--- config.mk ---
export PLATFORM = sky130hd
export DESIGN_NAME = dma_ctrl_unit
export DESIGN_NICKNAME = d
export VERILOG_FILES = /design/src/rtl/dma_ctrl_pkg.sv /design/src/rtl/dma_ctrl_decode.sv /design/src/rtl/dma_ctrl_regs.sv /design/src/rtl/dma_ctrl_pick.sv /design/src/rtl/dma_ctrl_unit.sv
export SDC_FILE = /design/constraint.sdc
export NUM_CORES = 1
export LEC_CHECK = 0
export BUFFER_PORTS_ARGS = -buffer_cell sky130_fd_sc_hd__buf_2
export CAP_MARGIN = 20
export CORE_MARGIN = 4
export CORE_UTILIZATION = 45
export DETAILED_ROUTE_END_ITERATION = 6
export GPL_TIMING_DRIVEN = 0
export PLACE_DENSITY_LB_ADDON = 0.05
export SYNTH_ARGS = -nofsm -noshare
export SYNTH_HDL_FRONTEND = slang
export SYNTH_SLANG_ARGS = --single-unit
export TNS_END_PERCENT = 20
--- constraint.sdc ---
create_clock -name clk -period 1.8 [get_ports clk]
set_input_delay 0.45 -clock clk [delete_from_list [all_inputs] [get_ports clk]]
set_output_delay 0.45 -clock clk [all_outputs]
set_load 0.05 [all_outputs]
--- src/rtl/dma_ctrl_pkg.sv ---
package dma_ctrl_pkg;
  localparam logic [2:0] OFF_CMD_STAT = 3'd0;
  localparam logic [2:0] OFF_REQ      = 3'd1;
  localparam logic [2:0] OFF_MASK1    = 3'd2;
  localparam logic [2:0] OFF_MODE     = 3'd3;
  localparam logic [2:0] OFF_PTR      = 3'd4;
  localparam logic [2:0] OFF_MCLR     = 3'd5;
  localparam logic [2:0] OFF_MASKCLR  = 3'd6;
  localparam logic [2:0] OFF_MASKALL  = 3'd7;

  typedef struct packed {
    logic cmdWr;
    logic reqWr;
    logic maskOneWr;
    logic modeWr;
    logic ptrClr;
    logic masterClr;
    logic maskClrAll;
    logic maskLoadAll;
    logic statRd;
  } ctrlStrobe_t;
endpackage

--- src/rtl/dma_ctrl_decode.sv ---
module dma_ctrl_decode
  import dma_ctrl_pkg::*;
(
  input  logic        wrEn,
  input  logic        rdEn,
  input  logic [2:0]  regOff,
  output ctrlStrobe_t stb
);
  always_comb begin
    stb = '0;
    if (wrEn) begin
      case (regOff)
        OFF_CMD_STAT: stb.cmdWr       = 1'b1;
        OFF_REQ:      stb.reqWr       = 1'b1;
        OFF_MASK1:    stb.maskOneWr   = 1'b1;
        OFF_MODE:     stb.modeWr      = 1'b1;
        OFF_PTR:      stb.ptrClr      = 1'b1;
        OFF_MCLR:     stb.masterClr   = 1'b1;
        OFF_MASKCLR:  stb.maskClrAll  = 1'b1;
        default:      stb.maskLoadAll = 1'b1;
      endcase
    end
    if (rdEn && regOff == OFF_CMD_STAT) stb.statRd = 1'b1;
  end
endmodule

--- src/rtl/dma_ctrl_regs.sv ---
module dma_ctrl_regs
  import dma_ctrl_pkg::*;
#(
  parameter int NUM_CH = 4,
  parameter int BYTE_W = 8
) (
  input  logic                     clk,
  input  logic                     rstN,
  input  ctrlStrobe_t              stb,
  input  logic [BYTE_W-1:0]        wrData,
  input  logic [NUM_CH-1:0]        holdReq,
  input  logic [NUM_CH-1:0]        releaseReq,
  input  logic [NUM_CH-1:0]        tcDone,
  output logic [NUM_CH-1:0]        reqQ,
  output logic [NUM_CH-1:0]        tcQ,
  output logic [NUM_CH-1:0]        maskQ,
  output logic [BYTE_W-1:0]        cmdQ,
  output logic [NUM_CH*BYTE_W-1:0] modeQ
);
  localparam int CH_W = (NUM_CH > 1) ? $clog2(NUM_CH) : 1;
  localparam int SET_BIT = CH_W;

  always_ff @(posedge clk or negedge rstN) begin
    if (!rstN)              cmdQ <= '0;
    else if (stb.masterClr) cmdQ <= '0;
    else if (stb.cmdWr)     cmdQ <= wrData;
  end

  for (genvar i = 0; i < NUM_CH; i++) begin : g_ch
    localparam logic [CH_W-1:0] IDX = CH_W'(i);
    logic chSel;
    assign chSel = (wrData[CH_W-1:0] == IDX);

    always_ff @(posedge clk or negedge rstN) begin
      if (!rstN) begin
        reqQ[i] <= 1'b0;
      end else if (stb.masterClr) begin
        reqQ[i] <= 1'b0;
      end else begin
        if (stb.reqWr && chSel) reqQ[i] <= wrData[SET_BIT];
        if (holdReq[i])         reqQ[i] <= 1'b1;
        if (releaseReq[i])      reqQ[i] <= 1'b0;
      end
    end

    always_ff @(posedge clk or negedge rstN) begin
      if (!rstN) begin
        tcQ[i] <= 1'b0;
      end else if (stb.masterClr) begin
        tcQ[i] <= 1'b0;
      end else begin
        if (stb.statRd)         tcQ[i] <= 1'b0;
        if (stb.reqWr && chSel) tcQ[i] <= 1'b0;
        if (tcDone[i])          tcQ[i] <= 1'b1;
      end
    end

    always_ff @(posedge clk or negedge rstN) begin
      if (!rstN)                     maskQ[i] <= 1'b1;
      else if (stb.masterClr)        maskQ[i] <= 1'b1;
      else if (stb.maskClrAll)       maskQ[i] <= 1'b0;
      else if (stb.maskLoadAll)      maskQ[i] <= wrData[i];
      else if (stb.maskOneWr && chSel) maskQ[i] <= wrData[SET_BIT];
    end

    always_ff @(posedge clk or negedge rstN) begin
      if (!rstN)                    modeQ[i*BYTE_W +: BYTE_W] <= '0;
      else if (stb.modeWr && chSel) modeQ[i*BYTE_W +: BYTE_W] <= wrData;
    end
  end
endmodule

--- src/rtl/dma_ctrl_pick.sv ---
module dma_ctrl_pick #(
  parameter int NUM_CH = 4
) (
  input  logic [NUM_CH-1:0] reqQ,
  input  logic [NUM_CH-1:0] maskQ,
  output logic [NUM_CH-1:0] eligible,
  output logic              svcValid,
  output logic [((NUM_CH > 1) ? $clog2(NUM_CH) : 1)-1:0] svcChan
);
  localparam int CH_W = (NUM_CH > 1) ? $clog2(NUM_CH) : 1;

  assign eligible = reqQ & ~maskQ;

  always_comb begin
    svcValid = 1'b0;
    svcChan  = '0;
    for (int i = NUM_CH - 1; i >= 0; i--) begin
      if (eligible[i]) begin
        svcValid = 1'b1;
        svcChan  = CH_W'(i);
      end
    end
  end
endmodule

--- src/rtl/dma_ctrl_unit.sv ---
module dma_ctrl_unit
  import dma_ctrl_pkg::*;
#(
  parameter int NUM_CH = 4,
  localparam int BYTE_W = 2 * NUM_CH,
  localparam int CH_W = (NUM_CH > 1) ? $clog2(NUM_CH) : 1
) (
  input  logic                     clk,
  input  logic                     rstN,
  input  logic                     wrEn,
  input  logic                     rdEn,
  input  logic [2:0]               regOff,
  input  logic [BYTE_W-1:0]        wrData,
  input  logic [NUM_CH-1:0]        holdReq,
  input  logic [NUM_CH-1:0]        releaseReq,
  input  logic [NUM_CH-1:0]        tcDone,
  output logic [BYTE_W-1:0]        rdData,
  output logic [NUM_CH-1:0]        eligible,
  output logic                     svcValid,
  output logic [CH_W-1:0]          svcChan,
  output logic [BYTE_W-1:0]        cmdOut,
  output logic [NUM_CH*BYTE_W-1:0] chanMode,
  output logic                     ptrClr
);
  ctrlStrobe_t       stb;
  logic [NUM_CH-1:0] reqQ;
  logic [NUM_CH-1:0] tcQ;
  logic [NUM_CH-1:0] maskQ;
  logic [BYTE_W-1:0] statusQ;

  dma_ctrl_decode u_dec (
    .wrEn  (wrEn),
    .rdEn  (rdEn),
    .regOff(regOff),
    .stb   (stb)
  );

  dma_ctrl_regs #(.NUM_CH(NUM_CH), .BYTE_W(BYTE_W)) u_regs (
    .clk       (clk),
    .rstN      (rstN),
    .stb       (stb),
    .wrData    (wrData),
    .holdReq   (holdReq),
    .releaseReq(releaseReq),
    .tcDone    (tcDone),
    .reqQ      (reqQ),
    .tcQ       (tcQ),
    .maskQ     (maskQ),
    .cmdQ      (cmdOut),
    .modeQ     (chanMode)
  );

  dma_ctrl_pick #(.NUM_CH(NUM_CH)) u_pick (
    .reqQ    (reqQ),
    .maskQ   (maskQ),
    .eligible(eligible),
    .svcValid(svcValid),
    .svcChan (svcChan)
  );

  assign statusQ = {reqQ, tcQ};
  assign rdData  = stb.statRd ? statusQ : '0;
  assign ptrClr  = stb.ptrClr | stb.masterClr;
endmodule

Yosys cells after proc, flatten, opt, wreduce, memory -nomap -nowiden
Index checks and enable logic that the tools add are counted. W data, S select, Z words.

Flip-flop bits (word level): 52. Input bits: 27. Output and inout bits: 56. Logic and storage cells: 124.

Equality and inequality tests: 9. Mux-type cells: 66. Bitwise logic cells: 3. Reduce and logical (&&, ||, !) cells: 29.

Operator list (count): $mux W1 (58); $reduce_bool A4 Y1 (12); $mux W8 (4); $logic_and A1 B1 Y1 (13); $eq A3 B3 Y1 const B (3); $mux W2 (4); $reduce_or A7 Y1 (1); $eq A3 B2 Y1 const B (2); $and A4 B4 Y4 (1); $eq A2 B2 Y1 const B (2); $not A4 Y4 (1); $eq A3 B1 Y1 const B (1); $logic_not A3 Y1 (1); $eq A2 B1 Y1 const B (1); $logic_not A2 Y1 (1); $reduce_bool A2 Y1 (1); $or A1 B1 Y1 (1).

Logic depth before layout (Yosys ltp)
Depth in word-level cells: 9. Gate-level depth with buffers: 5. Gate-level depth less buffers: 4.

Cells and area by module
Synthesis repeated with hierarchy kept, for this count alone.

Cells, all modules: 189. Area total of the unflattened synthesis: 2338.5 um^2.

By module, submodules not included: dma_ctrl_regs (times used 1, cells an instance 160, area an instance 2098.3 um^2, sequential area each 1306.3 um^2); dma_ctrl_decode (times used 1, cells an instance 9, area an instance 97.6 um^2, sequential area each 0.0 um^2); dma_ctrl_pick (times used 1, cells an instance 11, area an instance 86.3 um^2, sequential area each 0.0 um^2); dma_ctrl_unit (times used 1, cells an instance 9, area an instance 56.3 um^2, sequential area each 0.0 um^2).

Worst setup path before layout
Ideal clock, no wire load.

Path kind: register to output. Start: register u_regs.reqQ[3]. End: output port svcChan[1]. Data arrival time: 2309 ps. Required time: 1350 ps. Slack: -959 ps. Stages on the path, launching flop included: 4. Path buffers: 0. Path through: dfrtp_1 nor2b_1 nor2_1 nor3_1.

Word-level cells in the longest chain between the ends: 5.

Ends and longest elaborated chain: from (decl) (line dma_ctrl_regs.sv:14) `output logic [NUM_CH-1:0] reqQ,`; from (signal, indexed assignment) (line dma_ctrl_regs.sv:40) `if (stb.reqWr && chSel) reqQ[i] <= wrData[SET_BIT];`; $and A4 B4 Y4 (line dma_ctrl_pick.sv:12) `assign eligible = reqQ & ~maskQ;`; via eligible[3] (line dma_ctrl_unit.sv:18) `output logic [NUM_CH-1:0] eligible,`; $mux W2 (4 in series) (line dma_ctrl_pick.sv:18) `if (eligible[i]) begin`; to (decl) (line dma_ctrl_unit.sv:20) `output logic [CH_W-1:0] svcChan,`.

The timed path passes the listed nets, and every way through them passes these cells.

Worst setup path after layout
Start: register u_regs.maskQ[2]. End: output port svcValid.

Word-level cells in the longest chain between the ends: 5.

Ends and longest elaborated chain: from (decl) (line dma_ctrl_regs.sv:16) `output logic [NUM_CH-1:0] maskQ,`; from (signal, indexed assignment) (line dma_ctrl_regs.sv:62) `else if (stb.maskLoadAll) maskQ[i] <= wrData[i];`; from (signal, indexed assignment) (line dma_ctrl_regs.sv:63) `else if (stb.maskOneWr && chSel) maskQ[i] <= wrData[SET_BIT];`; $not A4 Y4 (line dma_ctrl_pick.sv:12); $and A4 B4 Y4 (line dma_ctrl_pick.sv:12); $mux W1 (3 in series) (line dma_ctrl_pick.sv:18); to (decl) (line dma_ctrl_unit.sv:19) `output logic svcValid,`.

No other way between the ends.

==> flow_metrics.env <==
export IMPL_outcome="complete, but fails checks"
export IMPL_violations="setup timing"
export IMPL_setup_viol=2
export IMPL_cts_buffers=5
export IMPL_cp_required_ns=1.35
export IMPL_cts_hold_buffers=0
export IMPL_cts_sinks=52
export IMPL_rsz0062_at_grt="true"
export IMPL_post_place_cells=361
export IMPL_portBuffers=80
export IMPL_final_cells=365
export IMPL_die_h_um=81.2
export IMPL_drt_iter0_drc=90
export IMPL_die_w_um=81.2
export IMPL_wirelength_um=5920
export IMPL_floorplan_rows=26
export IMPL_worst_path_max_delay_cell="dfstp_2"
export IMPL_drive_gt1_share_pct=52.5
export IMPL_fin_hold_ws_ns=0.0773
export IMPL_synth_area_per_cell_um2=11.5
export IMPL_endpoint_kind="output port"
export IMPL_grt_pass1_wl_um=9620
export IMPL_power_mw=3.45
export IMPL_finalCritPeriodShare_pct=102
export IMPL_regToRegEndpoint="u_regs.maskQ[3]"
export IMPL_dr_pass1_iters=4
export IMPL_peakVddDrop_mv=0.751
export IMPL_wl_per_cell_um=16.2
export IMPL_ys_seq_area_share_pct=54.1
export IMPL_worst_slew_pin_slew_ns=0.541
export IMPL_hpwlAfterDp_um=4350
export IMPL_slew_violations=0
export IMPL_initial_core_util_pct=47.0
export IMPL_hold_viol_final=0
export IMPL_relSlewSlack_pct=63.8
export IMPL_fmax_mhz=542
export IMPL_ys_types=42
export IMPL_worstPathArrival_ns=1.39
export IMPL_synth_flop_cell="dfrtp_1"
export IMPL_hp_class="input port to asynchronous set/reset pin"
export IMPL_dieArea_um2=6600
export IMPL_vias=1890
export IMPL_antenna_found_initial=0
export IMPL_synth_net_count=237
export IMPL_postRouteAntennaNets=0
export IMPL_startpoint_type="register"
export IMPL_synth_area_um2=2410
export IMPL_min_period_ns=1.84
export IMPL_worstReg2RegStart="u_regs.maskQ[3]"
export IMPL_grt_max_degree=36
export IMPL_async_reset_ff_share_pct=100
export IMPL_netlist_instances=210
export IMPL_rr_worst_depth=2
export IMPL_yosysWarnings=0
export IMPL_crit_chain="nand2b_4 > clkinvlp_4 > nor2_4 > nand2_2 > buf_6"
export IMPL_path_max_fanout=2
export IMPL_power_density_nw_per_um2=1080
export IMPL_clockBufferDepth=2
export IMPL_h_tree_depth=2
export IMPL_core_area_um2=5140
export IMPL_fin_nets=323
export IMPL_cts_tree="built"
export IMPL_diodes=0
export IMPL_cts_clk_slew_worst_paths_ns=0.09
export IMPL_worst_slack_ns=-0.0441
export IMPL_finalClockSkew_ns=0
export IMPL_worst_setup_path_type="register to output port"
export IMPL_cp_slowest_stage_delay_ns=0.54
export IMPL_grt_pass1_vias=1968
export IMPL_cts_root_buffer_cell="clkbuf_8"
export IMPL_syn_to_final_growth_pct=32.7
export IMPL_maxCapViolations=0
export IMPL_overflow=0
export IMPL_power_leakage_nw=1.58
export IMPL_ioPinCount=83
export IMPL_globalplace_congestion=0.789
export IMPL_clock_latency_ns=0.29
export IMPL_ys_ff_latch=52
export IMPL_rrSetupSlack_ns=0.96
export IMPL_grtUsageTotal_pct=19.1
export IMPL_drc=0
export IMPL_synth_edf_count=0
export IMPL_via_per_inst=5.18
synth_stat cells, drive strengths merged, types with 2 or more instances:
master,n,area [um2]
a22oi,3,22.5
or2,5,31.3
dfstp,4,105
mux2,24,270
dfrtp,48,1200
nor3,2,10.0
clkbuf,2,7.51
and2,10,62.6
nor3b,3,33.8
a41oi,2,17.5
nor2b,6,37.5
o22a,2,17.5
nand2b,4,25.0
o211ai,3,22.5
nor4b,2,38.8
inv,13,48.8
or4b,2,20.0
a211oi,4,30.0
nand2,19,71.3
buf,10,67.6
o21ai,7,35.0
a21oi,13,65.1
nor2,8,37.5
worst max-delay path by stage:
| stage | slack, ns | start | cells after the start | endpoint |
|---|---|---|---|---|
| 2_1_floorplan | -0.05 | u_regs.maskQ[2] | 4 | svcValid |
| 3_3_place_gp | -0.50 | regOff[0] | 5 | rdData[3] |
| 3_5_place_dp | -0.53 | regOff[0] | 5 | rdData[6] |
| 4_1_cts | -0.06 | u_regs.maskQ[2] | 5 | svcValid |
| 5_1_grt | -0.12 | u_regs.maskQ[2] | 5 | svcValid |
| 6_report | -0.04 | u_regs.maskQ[2] | 5 | svcValid |
critical path: cells and delay by family, from the launching register on:
kind,cells,cell delay [ns]
flops,1,0.54
simple gates,3,0.31
buf+inv,2,0.25
sequential cells by signal (all words and copies together), names as in the netlist:
signal and count:
u_regs.modeQ 32, u_regs.maskQ 4, u_regs.cmdQ 8, u_regs.reqQ 4
u_regs.tcQ 4
metal layers:
layer,vias up,wire (um),track usage (%),share of wire [%]
li1,904,-,-,-
met1,925,2690,24.9,45
met2,55,2810,31.9,48
met3,6,376,4.43,6.4
met4,0,43,5.07,0.73
met5,-,0,0,0
where the power goes:
part	internal (mW)	switching, mW
Clock	0.400	0.362
Combinational	0.348	0.885
Sequential	1.36	0.0954
layout by cell type (no fill, tap or decap), types with 2 or more instances in the layout:
cell / n
and2_1: 2
a21oi_1: 13
nor4b_4: 2
nor3b_1: 2
nand2b_1: 3
buf_2: 72
dfrtp_1: 48
mux2_2: 24
buf_6: 7
o21ai_0: 7
buf_8: 8
nor2b_4: 2
nor2b_1: 3
o211ai_1: 3
a22oi_1: 3
clkbuf_8: 5
dfstp_2: 4
or4b_1: 2
a211oi_1: 4
nor2_1: 2
clkbuf_1: 2
inv_1: 12
o22a_1: 2
and2_4: 8
nand2_1: 18
or2_2: 5
a41oi_1: 2
nor2_2: 5
repair_timing:
action,in CTS,in global routing
buffers inserted,1,0
gates resized for setup,45,3
hold endpoints to repair,0,0
endpoints found under the setup margin,11,12
pin swaps,3,0
logic make-up after synthesis:
kind of cell	count (synthesis)	share of synthesized area, %
AOI/OAI and AO/OA	42	11.5
buffers and inverters	25	5.13
DFF	52	54.1
muxes	24	11.2
and+or+nand+nor	67	18.0
stage by stage:
step | area [um2] | setup WS (ns) | util (%) | setup TNS [ns]
after floorplan | 2470 | -0.0453 | - | -0.302
after global placement | 2950 | -0.496 | 57.5 | -4.90
after detailed placement | 2970 | -0.528 | 57.9 | -5.46
after CTS | 3190 | -0.0634 | 62.1 | -0.115
after global routing | 3200 | -0.116 | 62.3 | -0.269
final | 3200 | -0.0441 | 62.3 | -0.0808
final cells by class:
class	count	area [um2]
inverter	13	52.6
clock buffer	5	68.8
timing repair buffer	82	549
multi-input combinational	133	1060
buffer	9	45.0
fill	462	1940
clock inverter	1	30.0
tap	70	87.6
sequential	52	1310
Power figures use the tool's default switching activity.
